--- src/rtl/mstat_pkg.sv ---
package mstat_pkg;

    localparam int LINES   = 4;
    localparam int IDX_CTS = 0;
    localparam int IDX_DSR = 1;
    localparam int IDX_RI  = 2;
    localparam int IDX_CD  = 3;

    typedef enum logic {
        DLT_CLEAR   = 1'b0,
        DLT_PENDING = 1'b1
    } delta_state_t;

    typedef enum logic {
        EDGE_ANY  = 1'b0,
        EDGE_FALL = 1'b1
    } edge_kind_t;

    // Modem control bit that replaces a line in loopback mode.
    function automatic int loop_src(input int line);
        case (line)
            IDX_CTS: return 1;
            IDX_DSR: return 0;
            IDX_RI:  return 2;
            default: return 3;
        endcase
    endfunction

    // Ring only flags a falling status level (pin low to high).
    function automatic edge_kind_t line_edge(input int line);
        return (line == IDX_RI) ? EDGE_FALL : EDGE_ANY;
    endfunction

endpackage

--- src/rtl/mstat_sync.sv ---
module mstat_sync #(
    parameter int   W       = 4,
    parameter int   STAGES  = 2,
    parameter logic RST_VAL = 1'b1
) (
    input  logic         clk,
    input  logic         rst_n,
    input  logic [W-1:0] din,
    output logic [W-1:0] dout
);
    localparam int LAST = STAGES - 1;

    logic [W-1:0] stage_q [STAGES];

    always_ff @(posedge clk or negedge rst_n) begin
        if (!rst_n) begin
            for (int s = 0; s < STAGES; s++) stage_q[s] <= {W{RST_VAL}};
        end else begin
            stage_q[0] <= din;
            for (int s = 1; s < STAGES; s++) stage_q[s] <= stage_q[s-1];
        end
    end

    assign dout = stage_q[LAST];

endmodule

--- src/rtl/mstat_delta.sv ---
module mstat_delta
    import mstat_pkg::*;
#(
    parameter edge_kind_t KIND = EDGE_ANY
) (
    input  logic clk,
    input  logic rst_n,
    input  logic level_i,
    input  logic ack_i,
    output logic level_o,
    output logic pending_o
);
    logic         level_q;
    logic         hit;
    delta_state_t state_q, state_d;

    always_ff @(posedge clk or negedge rst_n) begin
        if (!rst_n) level_q <= 1'b0;
        else        level_q <= level_i;
    end

    if (KIND == EDGE_FALL) begin : g_fall
        assign hit = level_q & ~level_i;
        // a flag rise must come from a high-to-low level step
        assert_fall_only_R5: assert property (@(posedge clk) disable iff (!rst_n)
            $rose(pending_o) |-> ($past(level_q) && !$past(level_i)));
    end else begin : g_any
        assign hit = level_q ^ level_i;
        assert_any_edge_R4: assert property (@(posedge clk) disable iff (!rst_n)
            (level_i != level_q) |=> pending_o);
    end

    // State register
    always_ff @(posedge clk or negedge rst_n) begin
        if (!rst_n) state_q <= DLT_CLEAR;
        else        state_q <= state_d;
    end

    // Transitions: capture, acknowledge, retain
    always_comb begin
        state_d = state_q;
        unique case (state_q)
            DLT_CLEAR:   if (hit)            state_d = DLT_PENDING;
            DLT_PENDING: if (ack_i && !hit)  state_d = DLT_CLEAR;
            default:                         state_d = DLT_CLEAR;
        endcase
    end

    // Outputs
    always_comb begin
        pending_o = (state_q == DLT_PENDING);
        level_o   = level_q;
    end

    assert_retain_R7: assert property (@(posedge clk) disable iff (!rst_n)
        (hit && ack_i) |=> pending_o);
    assert_ack_clear_R6: assert property (@(posedge clk) disable iff (!rst_n)
        (ack_i && !hit) |=> !pending_o);

endmodule

--- src/rtl/mstat_reg.sv ---
module mstat_reg
    import mstat_pkg::*;
#(
    parameter int SYNC_STAGES = 2
) (
    input  logic       clk,
    input  logic       rst_n,
    input  logic       rd_en,
    output logic [7:0] rd_data,
    input  logic       carrier_n,
    input  logic       ring_n,
    input  logic       dset_n,
    input  logic       csend_n,
    input  logic [3:0] mctl,
    input  logic       loop_en,
    input  logic       msi_en,
    output logic       msi_irq
);
    logic [LINES-1:0] pins_raw;
    logic [LINES-1:0] pins_s;
    logic [LINES-1:0] lvl;
    logic [LINES-1:0] held;
    logic [LINES-1:0] pend;

    always_comb begin
        pins_raw[IDX_CD]  = carrier_n;
        pins_raw[IDX_RI]  = ring_n;
        pins_raw[IDX_DSR] = dset_n;
        pins_raw[IDX_CTS] = csend_n;
    end

    mstat_sync #(
        .W       (LINES),
        .STAGES  (SYNC_STAGES),
        .RST_VAL (1'b1)
    ) u_sync (
        .clk   (clk),
        .rst_n (rst_n),
        .din   (pins_raw),
        .dout  (pins_s)
    );

    for (genvar i = 0; i < LINES; i++) begin : g_line
        localparam int         SRC  = loop_src(i);
        localparam edge_kind_t KIND = line_edge(i);

        assign lvl[i] = loop_en ? mctl[SRC] : ~pins_s[i];

        mstat_delta #(.KIND(KIND)) u_delta (
            .clk       (clk),
            .rst_n     (rst_n),
            .level_i   (lvl[i]),
            .ack_i     (rd_en),
            .level_o   (held[i]),
            .pending_o (pend[i])
        );
    end

    always_ff @(posedge clk or negedge rst_n) begin
        if (!rst_n)     rd_data <= 8'h00;
        else if (rd_en) rd_data <= {held, pend};
    end

    assign msi_irq = msi_en & (|pend);

    assert_rd_hold_R10: assert property (@(posedge clk) disable iff (!rst_n)
        !rd_en |=> $stable(rd_data));
    assert_irq_gate_R8: assert property (@(posedge clk) disable iff (!rst_n)
        !msi_en |-> !msi_irq);
    assert_loop_map_R3: assert property (@(posedge clk) disable iff (!rst_n)
        $past(loop_en) |-> (held == {$past(mctl[3]), $past(mctl[2]),
                                     $past(mctl[0]), $past(mctl[1])}));

endmodule

--- config.mk ---
export PLATFORM = sky130hd
export DESIGN_NAME = mstat_reg
export DESIGN_NICKNAME = d
export VERILOG_FILES = /design/src/rtl/mstat_pkg.sv /design/src/rtl/mstat_sync.sv /design/src/rtl/mstat_delta.sv /design/src/rtl/mstat_reg.sv
export SDC_FILE = /design/constraint.sdc
export NUM_CORES = 1
export LEC_CHECK = 0
export BUFFER_PORTS_ARGS = -buffer_cell sky130_fd_sc_hd__buf_2
export CAP_MARGIN = 20
export CORE_AREA = 2 2 60 48
export CTS_CLUSTER_SIZE = 20
export DETAILED_ROUTE_END_ITERATION = 8
export DIE_AREA = 0 0 62 50
export GPL_TIMING_DRIVEN = 0
export SLEW_MARGIN = 20
export SYNTH_ARGS = -nofsm -noshare
export SYNTH_HDL_FRONTEND = slang
export SYNTH_SLANG_ARGS = --single-unit
--- constraint.sdc ---
create_clock -name clk -period 1.4 [get_ports clk]
set_clock_uncertainty 0.15 [all_clocks]
set_input_delay 0.14 -clock clk [delete_from_list [all_inputs] [get_ports clk]]
set_output_delay 0.14 -clock clk [all_outputs]
set_load 0.02 [all_outputs]
==> results.cfg, run 1 <==
[outcome]
status = finished, violations left
violations = setup timing

[global_route]
antenna_found_initial = 0
grt_usage_pct = 9.93
grt_start_max_net_pins = 25
grt_pass1_wl_um = 2170
grt_overflow_total = 0
grt_pass1_vias = 501

[finish]
diodes = 0
most-common-layout-cells = 21 x buf_2, 16 x dfrtp_1, 10 x dlygate4sd3_1
fin_nets = 108
layout.cells.non_filler = 130
drive_above_1_share_pct = 45.7
stdcell_area_um2 = 1150
layout_commonest_cell = buf_2
postLayoutCoreUtil_pct = 45.9
area_growth_pct = 35.1
register_area_um2 = 611
multi_input_area_um2 = 223
fill_cells = 244

[clock_network]
cts_tree = built
cts_max_level = 1
clkLatencyLatePin_ns = 0.30
cts_buffers = 3
clk_pin_slew_worst_paths_ns = 0.12
cts_buffer_depth = 2
cts_sinks = 24
clock-root-buffer = clkbuf_4

[sta]
worst_slack_ns = -0.172
fin_crit_sh_pct = 112
slew_headroom_pct = 65.6
grt_setup_unrepaired = true
tightest_slew_ns = 0.516
final-hold-violation-count = 0
final_max_slew_viol_count = 0
setup_viol = 1
fin_crit_ns = 1.57
fmax_mhz = 636

[pwr]
p_int_uw = 1000
switching_share_pct = 25.5
p_seq_share_pct = 59.7
comb_power_share_pct = 18.1
p_per_area_nw_per_um2 = 1170
p_sw_uw = 343
p_leak_uw = 0.000521
power_uw = 1350
max-vdd-ir-drop_mv = 0.780
power.share.clock_pct = 22.2

[synthesis]
synth_cells = 57
synth_cell_type_count = 13
syn-cell-area_um2 = 850
yosys_warnings = 0
synthesis.nets = 70
ys_seq_elements = 24
syn_area_per_cell_um2 = 14.9
ys_seq_area_share_pct = 71.9

[critical_path]
start_kind = flip-flop
arrival_ns = 1.28
slowest_stage = o41a_1
crit_path_max_fanout = 2
critPathKind = reg -> out
cpPeakStageDelay_ns = 0.43
path_cells = o41a_1, buf_6
end_kind = output pin
cp.required_ns = 1.11

[placed_design]
portBuffers = 21
dpl_cell_area_um2 = 1000
gp_congestion = 0.689
placed_cells = 114

[drt]
drc = 0
drt_first_iter_violations = 6
post_drt_wl_per_cell_um = 10.8
drt-total-wl_um = 1400
drtPass1Iterations = 2
num_vias = 541
via_per_inst = 4.16
ant_nets = 0

[job]
maxCapViolCount = 0

[floorplanning]
fp.dieArea_um2 = 3100
start_util_pct = 34.0
die_w_um = 62
die_y_um = 50
core_um2 = 2500
rows = 16
pin_count = 22

[min_path]
min_path_type = in -> reg
==> per-layer routing <==
layer / routed length, um / track usage (%) / part of all wire, %
met3: 99 / 4.72 / 7.1
met5: 0 / 0 / 0
met2: 613 / 15.5 / 44
met1: 688 / 12.9 / 49
met4: 0 / 1.06 / 0
==> path summary, 6_finish.rpt <==
path                                               end  cells past startpoint  slack, ns                        start
setup / recovery                               msi_irq                      2      -0.17  g_line[3].u_delta.pending_o
hold / removal               g_line[0].u_delta.level_o                      2       0.01                      loop_en
setup reg to reg           g_line[3].u_delta.pending_o                      4       0.27  g_line[3].u_delta.pending_o
hold reg to reg                         u_sync.dout[1]                      0       0.21            u_sync.stage_q[5]
max in group asynchronous               u_sync.dout[3]                      2       0.55                        rst_n
min in group asynchronous                   rd_data[0]                      2       0.18                        rst_n
==> logic make-up (layout without fill, tap and decap cells) <==
kind of cell,count (synthesis),count (layout),share of synthesized area (%)
DFF,24,24,71.9
muxes,12,12,15.3
and+or+nand+nor,12,12,7.07
AOI/OAI and AO/OA,5,5,3.83
buffers and inverters,4,41,1.91
==> what timing repair did <==
action / in CTS / in global routing
hold endpoints to repair: 29 / 0
setup endpoints to repair: 1 / 1
buffers inserted: 2 / 0
hold buffers: 10 / 0
pin swaps: 1 / 0
gates resized for setup: 2 / 0
==> cell type report <==
cell class	instances	share of cell area [%]
buffer	1	0.436
clock buffer	4	2.29
inverter	3	0.981
multi-input combinational	29	19.4
sequential	24	53.2
tap	36	3.93
timing repair buffer	33	19.7
==> state kept, by name, indices dropped and copies added (netlist names) <==
name / count
rd_data: 8
g_line.u_delta.level_o: 4
u_sync.dout: 4
g_line.u_delta.pending_o: 4
u_sync.stage_q: 4
==> worst max-delay path, delay by kind of cell (launching register included) <==
kind / cells / cell delay [ns]
AO/OA/AOI/OAI: 1 / 0.43
flip-flops: 1 / 0.41
buffers and inverters: 1 / 0.14
==> synthesized netlist by cell type <==
library cell  count  area (um2)
o21ai_0           2        10.0
nand2_1           3        11.3
o41a_1            1        11.3
dfstp_2           8         210
inv_1             3        11.3
dfrtp_1          16         400
mux2_2            8        90.1
buf_2             1        5.00
nor2b_1           6        37.5
nor2_1            3        11.3
mux2i_1           4        40.0
o22ai_1           1        6.26
o21ai_1           1        5.00
==> through the flow <==
step                hold WS (ns)  setup TNS [ns]  worst slack [ns]
global route              0.0233          -0.227            -0.227
global placement         -0.0134               0             0.158
detailed placement      -0.00539               0             0.168
CTS                       0.0129          -0.190            -0.190
floorplan                 -0.306               0             0.248
finish                    0.0120          -0.172            -0.172
==> power groups by stage <==
| stage | logic, uW | registers [uW] | clock network (uW) |
|---|---|---|---|
| 2_1_floorplan | 82.1 | 859 | 0 |
| 4_1_cts | 247 | 807 | 316 |
| 3_5_place_dp | 210 | 822 | 0 |
| 6_report | 244 | 804 | 298 |
| 3_3_place_gp | 205 | 817 | 0 |
| 5_1_grt | 268 | 815 | 342 |
Note: power is estimated with default switching activity, not from simulation.
==> run 2: changes to the inputs <==
--- a/config.mk
+++ b/config.mk
@@ -8,6 +8,7 @@
 export BUFFER_PORTS_ARGS = -buffer_cell sky130_fd_sc_hd__buf_2
 export CAP_MARGIN = 20
 export CORE_AREA = 2 2 60 48
+export CTS_BUF_LIST = sky130_fd_sc_hd__clkbuf_8
 export CTS_CLUSTER_SIZE = 20
 export DETAILED_ROUTE_END_ITERATION = 8
 export DIE_AREA = 0 0 62 50
==> results.cfg, run 2 (synthesis gave the netlist of run 1 again) <==
[placed_design]
pre_cts_slack_ns = 0.168
gp_congestion = 0.689
portBuffers = 21
dpl_cell_area_um2 = 1000

[finish]
most-common-layout-cells = 21 x buf_2, 16 x dfrtp_1, 8 x mux2_2, 8 x dfstp_2
regMostFlops = rd_data
drive_above_1_share_pct = 47.8
area_growth_pct = 32.5
multi_input_area_um2 = 223
fin_nets = 104
layout_commonest_cell = buf_2
largest_register_ffs = 8
register_area_um2 = 611
fill_cells = 241
diodes = 0
stdcell_area_um2 = 1130

[pwr]
comb_power_share_pct = 16.4
p_sw_uw = 354
p_seq_share_pct = 56.1
p_int_uw = 1080
power_uw = 1440
power.share.clock_pct = 27.6
switching_share_pct = 24.7
p_per_area_nw_per_um2 = 1270
max-vdd-ir-drop_mv = 0.608
p_leak_uw = 0.000517

[critical_path]
end_kind = output pin
arrival_ns = 1.22
crit_path_max_fanout = 2
start_kind = flip-flop
critPathKind = reg -> out
cp.required_ns = 1.11

[floorplanning]
start_util_pct = 34.0
fp.dieArea_um2 = 3100
rows = 16
pin_count = 22
die_y_um = 50
die_w_um = 62
core_um2 = 2500

[drt]
drc = 0
post_drt_wl_per_cell_um = 10.9
drt-total-wl_um = 1370
drtPass1Iterations = 2
drt_first_iter_violations = 3
ant_nets = 0
via_per_inst = 4.14
num_vias = 522

[sta]
fin_crit_sh_pct = 108
fmax_mhz = 662
slew_headroom_pct = 65.1
worst_slack_ns = -0.111
final-hold-violation-count = 0
final_max_slew_viol_count = 0
setup_viol = 1
grt_setup_unrepaired = true
tightest_slew_ns = 0.524
fin_crit_ns = 1.51

[outcome]
violations = setup timing
status = finished, violations left

[clock_network]
cts_sinks = 24
cts_tree = built
clkLatencyLatePin_ns = 0.26
cts_max_level = 1
cts_buffers = 3
cts_buffer_depth = 2
clk_pin_slew_worst_paths_ns = 0.08
clock-root-buffer = clkbuf_8

[job]
maxCapViolCount = 0

[global_route]
grt_usage_pct = 9.61
grt_start_max_net_pins = 25
grt_overflow_total = 0
grt_pass1_wl_um = 2060
antenna_found_initial = 0
grt_pass1_vias = 484

[min_path]
min_path_type = in -> reg
[run 2: cell count changes in the layout (fill, tap and decap cells not counted)]
cell           change
inv_1              +1
clkbuf_1           -1
dlygate4sd3_1      -4
clkbuf_8           +3
clkbuf_4           -3
[run 2: through the flow]
stage	hold slack, ns	utilization (%)	TNS [ns]	cells
CTS	0.0183	45.0	-0.126	126
detailed placement	-0.00539	40.0	0	114
finish	0.0211	45.0	-0.111	126
global placement	-0.0134	40.0	0	114
global route	0.0429	45.0	-0.154	126
floorplan	-0.306	-	0	57
[run 2: routing by layer]
layer,wire length (um),GRT usage (%)
met2,597,14.2
met3,103,5.51
met1,669,12.1
met4,0,2.13
met5,0,0
[run 2: worst paths after layout]
path                                                   from                           to  slack [ns]  depth (start not counted)
worst max-delay path            g_line[3].u_delta.pending_o                      msi_irq       -0.11                          2
worst min-delay path                                mctl[3]    g_line[3].u_delta.level_o        0.02                          3
worst max register to register  g_line[3].u_delta.pending_o  g_line[3].u_delta.pending_o        0.27                          4
worst min register to register            u_sync.stage_q[4]               u_sync.dout[0]        0.21                          0
max in group asynchronous                             rst_n               u_sync.dout[1]        0.49                          2
min in group asynchronous                             rst_n                   rd_data[0]        0.24                          2
[run 2: cell type report]
type                    instances  share of cell area, %
well taps                      36                   4.00
repair buffers                 29                   16.6
plain buffers                   1                  0.444
multi-input cells              29                   19.8
inverters                       3                   1.00
flip-flops and latches         24                   54.2
clock buffers                   3                   3.67
clock inverters                 1                  0.333
[run 2: timing repair]
action / CTS / global route
setup endpoints to repair: 1 / 1
gates resized for setup: 2 / 0
hold endpoints to repair: 21 / 0
setup buffers: 2 / 0
hold buffers: 6 / 0
pin swaps: 1 / 0
[run 2: power by group through the flow]
stage               clock network [uW]  logic (uW)  registers (uW)
floorplan                            0        82.1             859
global placement                     0         205             817
detailed placement                   0         210             822
CTS                                417         239             807
global route                       439         258             815
finish                             396         235             805
[run 2: critical path, stage by stage (launching register included)]
cell and delay [ns]:
dfrtp_1 0.39, o41a_1 0.43, buf_6 0.14
==> run 3: changes to the inputs <==
--- a/config.mk
+++ b/config.mk
@@ -7,11 +7,11 @@
 export LEC_CHECK = 0
 export BUFFER_PORTS_ARGS = -buffer_cell sky130_fd_sc_hd__buf_2
 export CAP_MARGIN = 20
-export CORE_AREA = 2 2 60 48
-export CTS_BUF_LIST = sky130_fd_sc_hd__clkbuf_8
+export CORE_AREA = 4 4 62 50
+export CTS_BUF_LIST = sky130_fd_sc_hd__clkbuf_16
 export CTS_CLUSTER_SIZE = 20
 export DETAILED_ROUTE_END_ITERATION = 8
-export DIE_AREA = 0 0 62 50
+export DIE_AREA = 0 0 66 54
 export GPL_TIMING_DRIVEN = 0
 export SLEW_MARGIN = 20
 export SYNTH_ARGS = -nofsm -noshare
==> results.cfg, run 3 (synthesis gave the netlist of run 1 again) <==
[drt]
drt_first_iter_violations = 30
post_drt_wl_per_cell_um = 11.2
num_vias = 526
drtPass1Iterations = 2
drc = 0
top_layer_used = met4
routed-wl-met2_um = 619
dr_wl_met3_um = 100
drt-met1-wl_um = 673
via_per_inst = 4.21
ant_nets = 0
drt-total-wl_um = 1400

[critical_path]
crit_path_max_fanout = 2
cp.required_ns = 1.11
arrival_ns = 1.20
r2r_end = g_line[0].u_delta.pending_o
slowest_stage = o41a_1
critPathKind = reg -> out
r2r_cells = 4
r2r_slack_ns = 0.26
path_cells = o41a_1, buf_6
start_kind = flip-flop
end_kind = output pin
cpPeakStageDelay_ns = 0.43
reg2reg_from = g_line[0].u_delta.pending_o

[sta]
fin_crit_sh_pct = 107
tightest_slew_ns = 0.512
fmax_mhz = 670
final-hold-violation-count = 0
setup_viol = 1
worst_slack_ns = -0.0922
grt_setup_unrepaired = true
fin_crit_ns = 1.49
final_max_slew_viol_count = 0
slew_headroom_pct = 65.9

[min_path]
holdPathStages = 3
worstHoldStart = mctl[3]
min_path_type = in -> reg
min_to = g_line[3].u_delta.level_o

[finish]
drive_above_1_share_pct = 48.3
stdcell_area_um2 = 1150
diodes = 0
register_area_um2 = 611
fill_cells = 238
multi_input_area_um2 = 223
most-common-layout-cells = 21 x buf_2, 16 x dfrtp_1, 8 x mux2_2, 8 x dfstp_2, 6 x nor2b_1
fin_nets = 103
largest_register_ffs = 8
regMostFlops = rd_data
layout_commonest_cell = buf_2
layout.cells.non_filler = 125
area_growth_pct = 35.3

[global_route]
grt_pass1_wl_um = 2450
grt_start_max_net_pins = 25
grt_usage_pct = 9.43
grt_overflow_total = 0
grt_pass1_vias = 541
antenna_found_initial = 0

[outcome]
violations = setup timing
status = finished, violations left

[placed_design]
placed_cells = 114
dpl_cell_area_um2 = 1000
portBuffers = 21
gp_congestion = 0.711
dp_hpwl_um = 970

[clock_network]
clk_pin_slew_worst_paths_ns = 0.06
cts_sinks = 24
cts_buffers = 3
cts_buffer_depth = 2
clkLatencyLatePin_ns = 0.25
clock-root-buffer = clkbuf_16
cts_tree = built
cts_max_level = 1

[pwr]
p_per_area_nw_per_um2 = 1430
max-vdd-ir-drop_mv = 0.934
p_leak_uw = 0.000524

[floorplanning]
die_w_um = 66
pin_count = 22
start_util_pct = 34.0
rows = 16
core_um2 = 2500
fp.dieArea_um2 = 3560
die_y_um = 54

[job]
maxCapViolCount = 0
[run 3: changes by cell type in the layout (fill, tap and decap cells not counted), sizes merged]
| cell | change |
|---|---|
| dlygate4sd3 | -1 |
| clkinv | +1 |
| inv | -1 |
[run 3: power breakdown]
part	switching, uW	internal [uW]	leakage, uW	total (uW)
clock	219	381	0.0000385	600
sequential	32.5	774	0.000268	806
combinational	122	111	0.000217	233
total	374	1270	0.000524	1640
[run 3: through the flow]
step	util (%)	hold WS, ns	total power, uW	TNS [ns]	worst slack, ns
3_5_place_dp	40.0	-0.0000719	1030	0	0.151
3_3_place_gp	40.0	-0.0112	1030	0	0.136
4_1_cts	46.0	0.0252	1680	-0.109	-0.109
6_report	46.0	0.0282	1640	-0.0922	-0.0922
2_1_floorplan	-	-0.306	941	0	0.248
5_1_grt	46.0	0.0445	1730	-0.130	-0.130
[run 3: layout make-up]
type	instances	area share, %
clock buffer	3	6.53
clock inverter	1	0.326
inverter	3	0.979
tap	36	3.92
timing repair buffer	28	15.3
multi-input combinational	29	19.4
buffer	1	0.435
sequential	24	53.1
[run 3: worst max-delay path by stage]
stage                                     start      end  slack (ns)  cells after the start
floorplan           g_line[0].u_delta.pending_o  msi_irq        0.25                      1
global placement    g_line[0].u_delta.pending_o  msi_irq        0.14                      2
detailed placement  g_line[0].u_delta.pending_o  msi_irq        0.15                      2
CTS                 g_line[0].u_delta.pending_o  msi_irq       -0.11                      2
global route        g_line[0].u_delta.pending_o  msi_irq       -0.13                      2
finish              g_line[0].u_delta.pending_o  msi_irq       -0.09                      2
[run 3: per-layer routing]
| layer | GRT usage [%] | vias up |
|---|---|---|
| met1 | 12.0 | 249 |
| met2 | 14.3 | 18 |
| met5 | 0 | - |
| met4 | 3.04 | 0 |
| met3 | 4.38 | 2 |
| li1 | - | 257 |
[run 3: timing repair]
item	CTS	global route
buffers inserted	2	0
endpoints found under the setup margin	1	1
gates resized for setup	2	0
hold buffers	5	0
endpoints found under the hold margin	20	0
[run 3: worst max-delay path: cells and delay by family (launching register included)]
| kind | cells | cell delay, ns |
|---|---|---|
| DFF | 1 | 0.38 |
| buffers and inverters | 1 | 0.14 |
| AOI/OAI and AO/OA | 1 | 0.43 |
